`config.mk`:
```
export PLATFORM = sky130hd
export DESIGN_NAME = scan_pointer
export DESIGN_NICKNAME = d
export VERILOG_FILES = /design/src/rtl/scanptr_pkg.sv /design/src/rtl/scanptr_start_reg.sv /design/src/rtl/scanptr_edge.sv /design/src/rtl/scanptr_core.sv /design/src/rtl/scanptr_decode.sv /design/src/rtl/scan_pointer.sv
export SDC_FILE = /design/constraint.sdc
export NUM_CORES = 1
export LEC_CHECK = 0
export ABC_AREA = 1
export ABC_CLOCK_PERIOD_IN_PS = 2600
export BUFFER_PORTS_ARGS = -buffer_cell sky130_fd_sc_hd__buf_2
export CORE_AREA = 5 5 208 210
export DETAILED_ROUTE_END_ITERATION = 12
export DIE_AREA = 0 0 213 215
export GPL_TIMING_DRIVEN = 0
export PLACE_DENSITY = 0.32
export SLEW_MARGIN = 20
export SYNTH_ARGS = -nofsm -noshare
export SYNTH_HDL_FRONTEND = slang
export SYNTH_HIERARCHICAL = 1
export SYNTH_SLANG_ARGS = --single-unit
```
`constraint.sdc`:
```
create_clock -name clk -period 2.6 [get_ports clk]
set_clock_uncertainty 0.05 [all_clocks]
set_input_delay 0.13 -clock clk [delete_from_list [all_inputs] [get_ports clk]]
set_output_delay 0.13 -clock clk [all_outputs]
set_load 0.02 [all_outputs]
```
`src/rtl/scanptr_pkg.sv`:
```
// Package: shared constants for the scan pointer.
// Assumes positions are numbered 0 .. NPOS-1 and scanned upward.
package scanptr_pkg;
    localparam int unsigned DEF_NPOS = 512;
    localparam int unsigned DEF_AW   = $clog2(DEF_NPOS);
endpackage

```
`src/rtl/scanptr_start_reg.sv`:
```
// Module: start-address register.
// Follows the address bus while hold is low, keeps its value while hold is
// high. Assumes the bus is stable around system clock edges.
module scanptr_start_reg #(
    parameter int unsigned AW = 9
) (
    input  logic          clk,
    input  logic          rst_n,
    input  logic [AW-1:0] bus,
    input  logic          hold,
    output logic [AW-1:0] start_q
);
    // Track the bus when open, keep the value when held.
    always_ff @(posedge clk) begin
        if (!rst_n)
            start_q <= '0;
        else if (!hold)
            start_q <= bus;
    end

    assert_hold_keeps_R2: assert property (@(posedge clk) disable iff (!rst_n)
        hold |=> $stable(start_q));
    assert_track_follows_R2: assert property (@(posedge clk) disable iff (!rst_n)
        !hold |=> start_q == $past(bus));
endmodule

```
`src/rtl/scanptr_edge.sv`:
```
// Module: falling-edge detector for the shift clock.
// Samples the shift clock level on the system clock; assumes each level
// lasts at least one system clock cycle.
module scanptr_edge (
    input  logic clk,
    input  logic rst_n,
    input  logic level,
    output logic fall
);
    logic level_q;

    // Remember the previous sampled level.
    always_ff @(posedge clk) begin
        if (!rst_n)
            level_q <= 1'b0;
        else
            level_q <= level;
    end

    // A fall is a high sample followed by a low one.
    always_comb fall = level_q & ~level;
endmodule

```
`src/rtl/scanptr_core.sv`:
```
// Module: pointer state: index, valid flag and end-of-scan.
// A preset (sync low while shift clock high) has priority; it cannot meet a
// falling edge in the same cycle because that needs the shift clock low.
module scanptr_core #(
    parameter int unsigned NPOS = 512,
    parameter int unsigned AW   = $clog2(NPOS)
) (
    input  logic          clk,
    input  logic          rst_n,
    input  logic [AW-1:0] start_q,
    input  logic          shift_lvl,
    input  logic          sync_n,
    input  logic          fall,
    output logic [AW-1:0] idx,
    output logic          valid,
    output logic          eos_n
);
    localparam logic [AW-1:0] LAST = AW'(NPOS - 1);

    logic preset;
    logic at_last;

    // Preset is accepted only while the shift clock is high.
    always_comb preset  = ~sync_n & shift_lvl;
    always_comb at_last = (idx == LAST);

    // Pointer update: preset, then step or run-off on a falling edge.
    always_ff @(posedge clk) begin
        if (!rst_n) begin
            idx   <= '0;
            valid <= 1'b0;
            eos_n <= 1'b1;
        end else if (preset) begin
            idx   <= start_q;
            valid <= 1'b1;
            eos_n <= 1'b1;
        end else if (fall) begin
            eos_n <= 1'b1;
            if (valid) begin
                if (at_last) begin
                    valid <= 1'b0;
                    eos_n <= 1'b0;
                end else begin
                    idx <= idx + AW'(1);
                end
            end
        end
    end

    assert_preset_loads_R3: assert property (@(posedge clk) disable iff (!rst_n)
        (!sync_n && shift_lvl) |=> (valid && idx == $past(start_q)));
    assert_low_sync_ignored_R4: assert property (@(posedge clk) disable iff (!rst_n)
        (!shift_lvl && !fall) |=> ($stable(idx) && $stable(valid)));
    assert_single_step_R5: assert property (@(posedge clk) disable iff (!rst_n)
        (fall && valid && idx != LAST) |=> (valid && idx == $past(idx) + AW'(1)));
    assert_runoff_R7: assert property (@(posedge clk) disable iff (!rst_n)
        (fall && valid && idx == LAST) |=> (!valid && !eos_n));
    assert_eos_only_invalid_R7: assert property (@(posedge clk) disable iff (!rst_n)
        !eos_n |-> !valid);
    assert_idle_stays_R8: assert property (@(posedge clk) disable iff (!rst_n)
        (!valid && sync_n) |=> !valid);
endmodule

```
`src/rtl/scanptr_decode.sv`:
```
// Module: binary-to-one-hot select decoder.
// One comparator per position; all outputs low while the pointer is invalid.
module scanptr_decode #(
    parameter int unsigned NPOS = 512,
    parameter int unsigned AW   = $clog2(NPOS)
) (
    input  logic            clk,
    input  logic            rst_n,
    input  logic [AW-1:0]   idx,
    input  logic            valid,
    output logic [NPOS-1:0] sel
);
    // One select line per array position.
    for (genvar i = 0; i < NPOS; i++) begin : g_pos
        assign sel[i] = valid && (idx == AW'(i));
    end

    assert_onehot_R6: assert property (@(posedge clk) disable iff (!rst_n)
        $onehot0(sel));
    assert_count_matches_R6: assert property (@(posedge clk) disable iff (!rst_n)
        $countones(sel) == 32'(valid));
endmodule

```
`src/rtl/scan_pointer.sv`:
```
// Module: presettable one-hot scan pointer (top).
// Start register, shift-clock edge detector, pointer state and decoder.
// Assumes control levels are synchronous to clk and each lasts one cycle or more.
module scan_pointer #(
    parameter int unsigned NPOS = scanptr_pkg::DEF_NPOS,
    localparam int unsigned AW  = $clog2(NPOS)
) (
    input  logic            clk,
    input  logic            rst_n,
    input  logic [AW-1:0]   addr_bus,
    input  logic            start_hold,
    input  logic            shift_clk,
    input  logic            sync_n,
    output logic [NPOS-1:0] sel,
    output logic [AW-1:0]   ptr_idx,
    output logic            ptr_valid,
    output logic            eos_n
);
    logic [AW-1:0] start_q;
    logic          fall;

    scanptr_start_reg #(.AW(AW)) u_start (
        .clk(clk), .rst_n(rst_n), .bus(addr_bus), .hold(start_hold),
        .start_q(start_q)
    );

    scanptr_edge u_edge (
        .clk(clk), .rst_n(rst_n), .level(shift_clk), .fall(fall)
    );

    scanptr_core #(.NPOS(NPOS), .AW(AW)) u_core (
        .clk(clk), .rst_n(rst_n), .start_q(start_q), .shift_lvl(shift_clk),
        .sync_n(sync_n), .fall(fall), .idx(ptr_idx), .valid(ptr_valid),
        .eos_n(eos_n)
    );

    scanptr_decode #(.NPOS(NPOS), .AW(AW)) u_dec (
        .clk(clk), .rst_n(rst_n), .idx(ptr_idx), .valid(ptr_valid), .sel(sel)
    );
endmodule

```
==> summary.txt, run 1 <==
Synth
  – Main synth FF type: dfxtp_1
  – Post-Synth XOR/XNOR Area: 0%
  – FF+latch count, synth: 21
  – Netlist cell types: 28
  – Cell area after synthesis: 4750 sq um
  – Largest family of logic cells by synthesized area: simple AND/OR/NAND/NOR gates
  – Mux contribution to synthesized area: 0%
  – Cells after Synth: about 1100
  – Area share of fa/ha/maj cells after synthesis: less than 1%
  – Async S/R FF share, synth: 0%
  – Avg Cell Area, Syn: approximately 4.4 sq um
  – Simple-gate share of the synthesized area: between 70% and 80%
  – Sequential share of the synthesized area: just under 9%
  – Post-synth EDFFs: 0
  – Mapped Nets: between 1000 and 1500
  – Synth Area in Compound Gates: around 2.7%
  – Synth warn: 6

Cells and area
  – Fraction of layout cells with a size suffix above 1: 40.4%
  – Area growth syn-to-layout: 79.8%
  – Commonest non-fill, non-tap cell in the layout: buf_2
  – Most frequent cells in the layout: 545 x buf_2, 517 x nor2_1, 309 x nand2_1
  – Final instance area: roughly 8500 sq um
  – Final design utilization: 20.6%
  – Ant diodes: 0
  – Final layout net count: 1657

STA
  – Fin Setup TNS: 0 ns
  – Final Cycle Share: roughly 97%
  – Max Freq: between 300 and 400 MHz
  – Unrepaired setup endpoints after global routing: yes
  – Min Hold Slack: 0.0448 ns
  – Hold Vio Cnt, Final: 0
  – Min Clock Period, post-route: approximately 2.5 ns
  – Max Slew Vio Count: 0
  – Worst-Margin Slew: 0.724 ns
  – # setup viols final: 0
  – Relative slew slack: 51.7%

Clock tree
  – Hold Buf Count CTS: 0
  – Clk sinks: 21
  – CTS HTree Levels: 1
  – Clk Latency, worst-skew pair: between 0.2 and 0.3 ns
  – CTS tree: built
  – Clock-pin slew on the worst setup and hold paths: approximately 0.060 ns
  – Longest Clk Path Bufs: 2
  – CTS Buf Count: 3
  – Clock root buffer master: clkbuf_16

Setup path
  – Crit-path cells: inv_1, nand2_1, nor2_2, buf_4, nand2_1, nor2_1, buf_2
  – Worst Setup End Kind: primary output
  – Slowest cell delay on critical path: between 0.4 and 0.5 ns
  – Critical path's most frequent cell: nand2_1
  – Reg2reg end: u_core/idx[1]$_SDFFE_PN0P_
  – R2R Path Start: u_core/idx[1]$_SDFFE_PN0P_
  – Startpoint type of the worst setup path: register
  – Reg2Reg Depth: 10
  – CP Max Fanout: 12
  – Critical Path AT: approximately 2.4 ns
  – Critical Path Source: u_core/idx[3]$_SDFFE_PN0P_
  – CP endpoint: sel[502]
  – Setup slack, reg-to-reg: 0.42 ns
  – WS Path Type: reg2out
  – Crit path max-delay cell type: nor2_2
  – CP required: roughly 2.4 ns

Die
  – IO Pins: about 540
  – Core Area: ~41000 sq um
  – Die area: roughly 46000 sq um
  – Initial core utilization: 11.5%
  – # rows: between 70 and 80
  – Die height: approximately 220 um
  – Horiz. Die Dim: around 210 um

Pwr
  – Total power divided by cell area: around 150 nW/um^2
  – VDD IR-drop max: around 0.2 mV
  – Leak: roughly 4.4 nW
  – Power, Total: ~0.0013 W

GRT
  – Vias in the first global route: between 8000 and 9000
  – Grt total ovfl: 0
  – Initial antenna violation count: 1
  – First-pass GRT wire length: slightly below 70000 um
  – Total track usage: approximately a fifth
  – Largest net degree at the start of global routing: 14

Detailed routing
  – Post-Route WL: approximately 50000 um
  – 1st-iter DRT viols: 697
  – Total number of vias: ~9200
  – Vias per std cell: between 4 and 5
  – Post-route ant nets: 0
  – DRC: 0
  – DRT Pass-1 Iters: 5
  – Per-cell routed wire length: around 23 um

Placement
  – DP HPWL: between 40000 and 50000 um
  – Port buffer count: about 540
  – GPL Wtd Cong: 0.860
  – Placed cell area: around 8100 sq um

Worst hold path
  – Worst Hold Class: in2reg
  – Hold path startpoint: addr_bus[1]

Flow run
  – Max Cap Violations: 0

Outcome
  – Status: finished clean
-- cells in the mapped netlist (2+ instances only) --
master    count  area share (%)
nor2_2       18             2.4
buf_2        14             1.5
buf_1         8            0.63
nand2_2       2            0.26
dfxtp_1      21             8.9
nor2_1      547              43
nand3_1      12             1.3
o21ai_0       7            0.74
clkbuf_1     51             4.0
o21bai_1      4            0.63
nand2_4       2            0.47
buf_6         2            0.47
ha_1          2            0.53
inv_1        35             2.8
a21oi_1       5            0.53
nand4_1       3            0.40
o211a_1       2            0.42
nand2_1     311              25
nor3_1       16             1.7
buf_4        17             2.7
-- cell type report --
cell class                 instances  area (sq um)
tap                              539           674
fill                            5066         32800
inverter                          36           135
clock inverter                     1          5.00
buffer                            94           519
multi-input combinational        936          3910
timing repair buffer             549          2800
clock buffer                       3          75.1
sequential                        21           427
-- through the flow --
stage               cells  setup WS [ns]
global placement     2161         -0.361
finish               2179         0.0663
CTS                  2175        -0.0377
global route         2179        -0.0302
floorplan            1087          0.568
detailed placement   2161         -0.367
-- state kept, by name (all words and copies together), names as in the netlist --
| register | flops |
|---|---|
| u_edge/level_q | 1 |
| u_core/eos_n | 1 |
| u_core/valid | 1 |
| u_start/start_q | 9 |
| u_core/idx | 9 |
-- cells by family after synthesis --
| family | after synthesis |
|---|---|
| AOI/OAI and AO/OA | 20 |
| adders and majority gates | 2 |
| buffers and inverters | 130 |
| DFF | 21 |
| and+or+nand+nor | 914 |
-- where the power goes --
group / switching, W / internal (W) / leakage [nW]
Combinational: 0.000448 / 0.000114 / 4.20
Sequential: 0.0000366 / 0.000343 / 0.175
Clock: 0.000132 / 0.000207 / 0.0409
Total: 0.000617 / 0.000665 / 4.42
-- routing by layer --
layer / global-route usage (%) / share of wire [%]
met5: 0 / 0
met4: 2.60 / 1.2
met3: 3.37 / 6.8
met2: 36.3 / 49
met1: 26.8 / 43
-- worst min path at each step --
stage	end	slack, ns	cells past startpoint
2_1_floorplan	u_edge/level_q$_SDFF_PN0_	0.17	2
3_3_place_gp	u_start/start_q[7]$_SDFFE_PN0N_	0.31	3
3_5_place_dp	u_start/start_q[1]$_SDFFE_PN0N_	0.31	3
4_1_cts	u_start/start_q[1]$_SDFFE_PN0N_	0.04	3
5_1_grt	u_start/start_q[1]$_SDFFE_PN0N_	0.05	3
6_report	u_start/start_q[1]$_SDFFE_PN0N_	0.04	3
-- repair_timing --
item                                    4_1_cts  5_1_grt
buffers inserted                             10        4
gates resized for setup                      55       28
endpoints found under the setup margin      431      267
pin swaps                                     6        3
-- critical path: cells and delay by family (launching register included) --
family,cells,cell delay [ns]
flip-flops,1,0.41
buffers and inverters,3,0.68
AND/OR/NAND/NOR,4,0.99
(Power assumes the default switching activity.)
==> run 2: changes to the inputs <==
--- a/config.mk
+++ b/config.mk
@@ -8,13 +8,13 @@
 export ABC_AREA = 1
 export ABC_CLOCK_PERIOD_IN_PS = 2600
 export BUFFER_PORTS_ARGS = -buffer_cell sky130_fd_sc_hd__buf_2
-export CORE_AREA = 5 5 208 210
+export CORE_AREA = 5 5 207 209
+export CTS_BUF_LIST = sky130_fd_sc_hd__clkbuf_4 sky130_fd_sc_hd__clkbuf_8
 export DETAILED_ROUTE_END_ITERATION = 12
-export DIE_AREA = 0 0 213 215
+export DIE_AREA = 0 0 212 214
 export GPL_TIMING_DRIVEN = 0
 export PLACE_DENSITY = 0.32
 export SLEW_MARGIN = 20
 export SYNTH_ARGS = -nofsm -noshare
 export SYNTH_HDL_FRONTEND = slang
-export SYNTH_HIERARCHICAL = 1
 export SYNTH_SLANG_ARGS = --single-unit
==> summary.txt, run 2 <==
Setup path
  – WS Path Type: reg2out (unchanged)
  – Critical Path AT: 2.35 ns (about the same)
  – Startpoint type of the worst setup path: register (unchanged)
  – CP required: 2.42 ns (about the same)
  – Worst Setup End Kind: primary output (unchanged)
  – Reg2Reg Depth: 13 (was 10)
  – CP Max Fanout: 10 (was 12)

Synth
  – Most frequent cell after synthesis: nor2_1 (unchanged)
  – Area share of fa/ha/maj cells after synthesis: 1.60% (was 0.527%)
  – Cell area after synthesis: 4690 sq um (was 4750 sq um)
  – Post-synth top area share: 26.6% (was 43.3%)
  – Mapped Nets: 1007 (was 1103)
  – Largest family of logic cells by synthesized area: simple AND/OR/NAND/NOR gates (unchanged)
  – Synth top area cells: nor3_1 27%, nor2_1 24%, nand2_1 15%, dfxtp_1 9.0%, buf_2 4.1% (was nor2_1 43%, nand2_1 25%, dfxtp_1 8.9%, clkbuf_1 4.0%, inv_1 2.8%)
  – Synth Area in Compound Gates: 2.75% (was 2.66%)
  – Leading area contributor after synthesis: nor3_1 (was nor2_1)
  – Post-synth top cells: 300 x nor2_1, 249 x nor3_1, 182 x nand2_1, 50 x clkbuf_1, 38 x buf_2 (was 547 x nor2_1, 311 x nand2_1, 51 x clkbuf_1, 35 x inv_1, 21 x dfxtp_1)
  – Sequential share of the synthesized area: 8.96% (was 8.86%)
  – Synth warn: 0 (was 6)
  – Cells after Synth: 987 (was 1087)
  – FF+latch count, synth: 21 (unchanged)
  – Async S/R FF share, synth: 0% (unchanged)
  – Post-Synth XOR/XNOR Area: 0% (unchanged)
  – Simple-gate share of the synthesized area: 71.9% (was 75.1%)
  – Netlist cell types: 25 (was 28)
  – Post-synth EDFFs: 0 (unchanged)
  – Main synth FF type: dfxtp_1 (unchanged)
  – Mux contribution to synthesized area: 0% (unchanged)
  – Avg Cell Area, Syn: 4.75 sq um (was 4.37 sq um)

GRT
  – Initial antenna violation count: 0 (was 1)
  – First-pass GRT wire length: 68900 um (about the same)
  – Vias in the first global route: 8948 (was 8955)
  – Grt total ovfl: 0 (unchanged)
  – Total track usage: 20.4% (was 20.5%)
  – Largest net degree at the start of global routing: 13 (was 14)

Cells and area
  – Final instance area: 8290 sq um (was 8540 sq um)
  – Commonest non-fill, non-tap cell in the layout: buf_2 (unchanged)
  – Fill cells: 4921 (was 5066)
  – Most frequent cells in the layout: 572 x buf_2, 292 x nor2_1, 247 x nor3_1 (was 545 x buf_2, 517 x nor2_1, 309 x nand2_1)
  – Top flop regs: u_core.idx (9), u_start.start_q (9) (was u_core/idx (9), u_start/start_q (9))
  – Final design utilization: 20.4% (was 20.6%)
  – Fraction of layout cells with a size suffix above 1: 43.9% (was 40.4%)
  – Ant diodes: 0 (unchanged)
  – Final layout net count: 1559 (was 1657)
  – Area growth syn-to-layout: 76.6% (was 79.8%)

Worst hold path
  – Worst Hold Path Cells: 3 (unchanged)
  – Worst Hold Class: in2reg (unchanged)

STA
  – Hold Vio Cnt, Final: 0 (unchanged)
  – Unrepaired setup endpoints after global routing: yes (unchanged)
  – # setup viols final: 0 (unchanged)
  – Relative slew slack: 50.5% (was 51.7%)
  – Final Cycle Share: 97.4% (about the same)
  – Max Slew Vio Count: 0 (unchanged)
  – Max Freq: 395 MHz (about the same)
  – Min Clock Period, post-route: 2.53 ns (about the same)
  – Worst-Margin Slew: 0.743 ns (was 0.724 ns)

Placement
  – DP HPWL: 40500 um (was 40200 um)
  – Placed cell area: 8040 sq um (was 8100 sq um)
  – Port buffer count: 535 (unchanged)
  – GPL Wtd Cong: 0.864 (was 0.860)

Detailed routing
  – Vias per std cell: 4.36 (was 4.21)
  – DRT Pass-1 Iters: 4 (was 5)
  – DRC: 0 (unchanged)
  – Per-cell routed wire length: 24.1 um (was 23.2 um)
  – Post-Route WL: 49900 um (was 50500 um)
  – Post-route ant nets: 0 (unchanged)
  – Total number of vias: 9031 (was 9172)
  – 1st-iter DRT viols: 568 (was 697)

Die
  – Die height: 214 um (was 215 um)
  – Die area: 45400 sq um (was 45800 sq um)
  – Core Area: 40600 sq um (was 41400 sq um)
  – # rows: 74 (was 75)
  – Initial core utilization: 11.5% (about the same)
  – IO Pins: 537 (unchanged)
  – Horiz. Die Dim: 212 um (was 213 um)

Flow run
  – Max Cap Violations: 0 (unchanged)

Clock tree
  – Clock root buffer master: clkbuf_8 (was clkbuf_16)
  – Clk sinks: 21 (unchanged)
  – CTS Buf Count: 3 (unchanged)
  – Clk Latency, worst-skew pair: 0.26 ns (about the same)
  – Clock-pin slew on the worst setup and hold paths: 0.08 ns (was 0.06 ns)
  – CTS tree: built (unchanged)
  – Hold Buf Count CTS: 0 (unchanged)
  – Longest Clk Path Bufs: 2 (unchanged)
  – CTS HTree Levels: 1 (unchanged)

Outcome
  – Status: finished clean (unchanged)

Pwr
  – Total power divided by cell area: 115 nW/um^2 (was 150 nW/um^2)
  – Leak: 4.11 nW (was 4.42 nW)
  – VDD IR-drop max: 0.106 mV (was 0.199 mV)
## run 2: power breakdown
group	switching [W]	total, W	internal, W
sequential	0.0000139	0.000353	0.000339
combinational	0.000306	0.000379	0.0000726
clock	0.000111	0.000218	0.000107
total	0.000431	0.000949	0.000518
## run 2: path summary, 6_finish.rpt
check,end,slack [ns],start
worst min-delay path,u_edge.level_q$_SDFF_PN0_,0.04,shift_clk
worst min register to register,u_start.start_q[8]$_SDFFE_PN0N_,0.43,u_start.start_q[8]$_SDFFE_PN0N_
worst max-delay path,sel[455],0.07,u_core.idx[6]$_SDFFE_PN0P_
worst max register to register,u_core.idx[4]$_SDFFE_PN0P_,0.25,u_core.idx[0]$_SDFFE_PN0P_
## run 2: metal layers
layer  vias to the layer above  global-route usage, %  share of wire, %
met5                         -                      0                 0
met1                      4342                   25.2                41
met2                       419                   37.7                51
met3                        38                   3.76               7.0
li1                       4232                      -                 -
met4                         0                   2.53               1.2
## run 2: what timing repair did
action,4_1_cts,5_1_grt
pin swaps,10,2
setup endpoints to repair,313,113
setup buffers,10,2
gates resized for setup,26,13
## run 2: kinds of logic after synthesis
kind of cell	count (synthesis)
AND/OR/NAND/NOR	769
buffers and inverters	168
flip-flops	21
AO/OA/AOI/OAI	23
adder cells (fa/ha/maj)	6
## run 2: critical path, stage by stage (launching register included)
cell     delay (ns)
dfxtp_1        0.47
nand2_1        0.25
nor2_2         0.41
inv_2          0.20
buf_2          0.24
nor3_1         0.29
buf_2          0.24
## run 2: layout make-up
class                      instances  area [sq um]  area share (%)
multi-input combinational        798          3660            44.2
timing repair buffer             547          2780            33.6
tap                              532           666            8.03
buffer                           104           468            5.65
sequential                        21           423            5.10
inverter                          64           241            2.91
clock buffer                       3          41.3           0.498
clock inverter                     1          5.00          0.0604
## run 2: per-stage QoR
stage	std cells	setup TNS [ns]	hold slack, ns	worst slack [ns]	total power [W]
2_1_floorplan	987	0	0.173	0.315	0.000571
3_3_place_gp	2054	-10.17	0.298	-0.672	0.000730
3_5_place_dp	2054	-11.00	0.301	-0.710	0.000730
4_1_cts	2068	0	0.0261	0.00204	0.000964
5_1_grt	2070	-0.394	0.0459	-0.112	0.00101
6_report	2070	0	0.0355	0.0665	0.000949
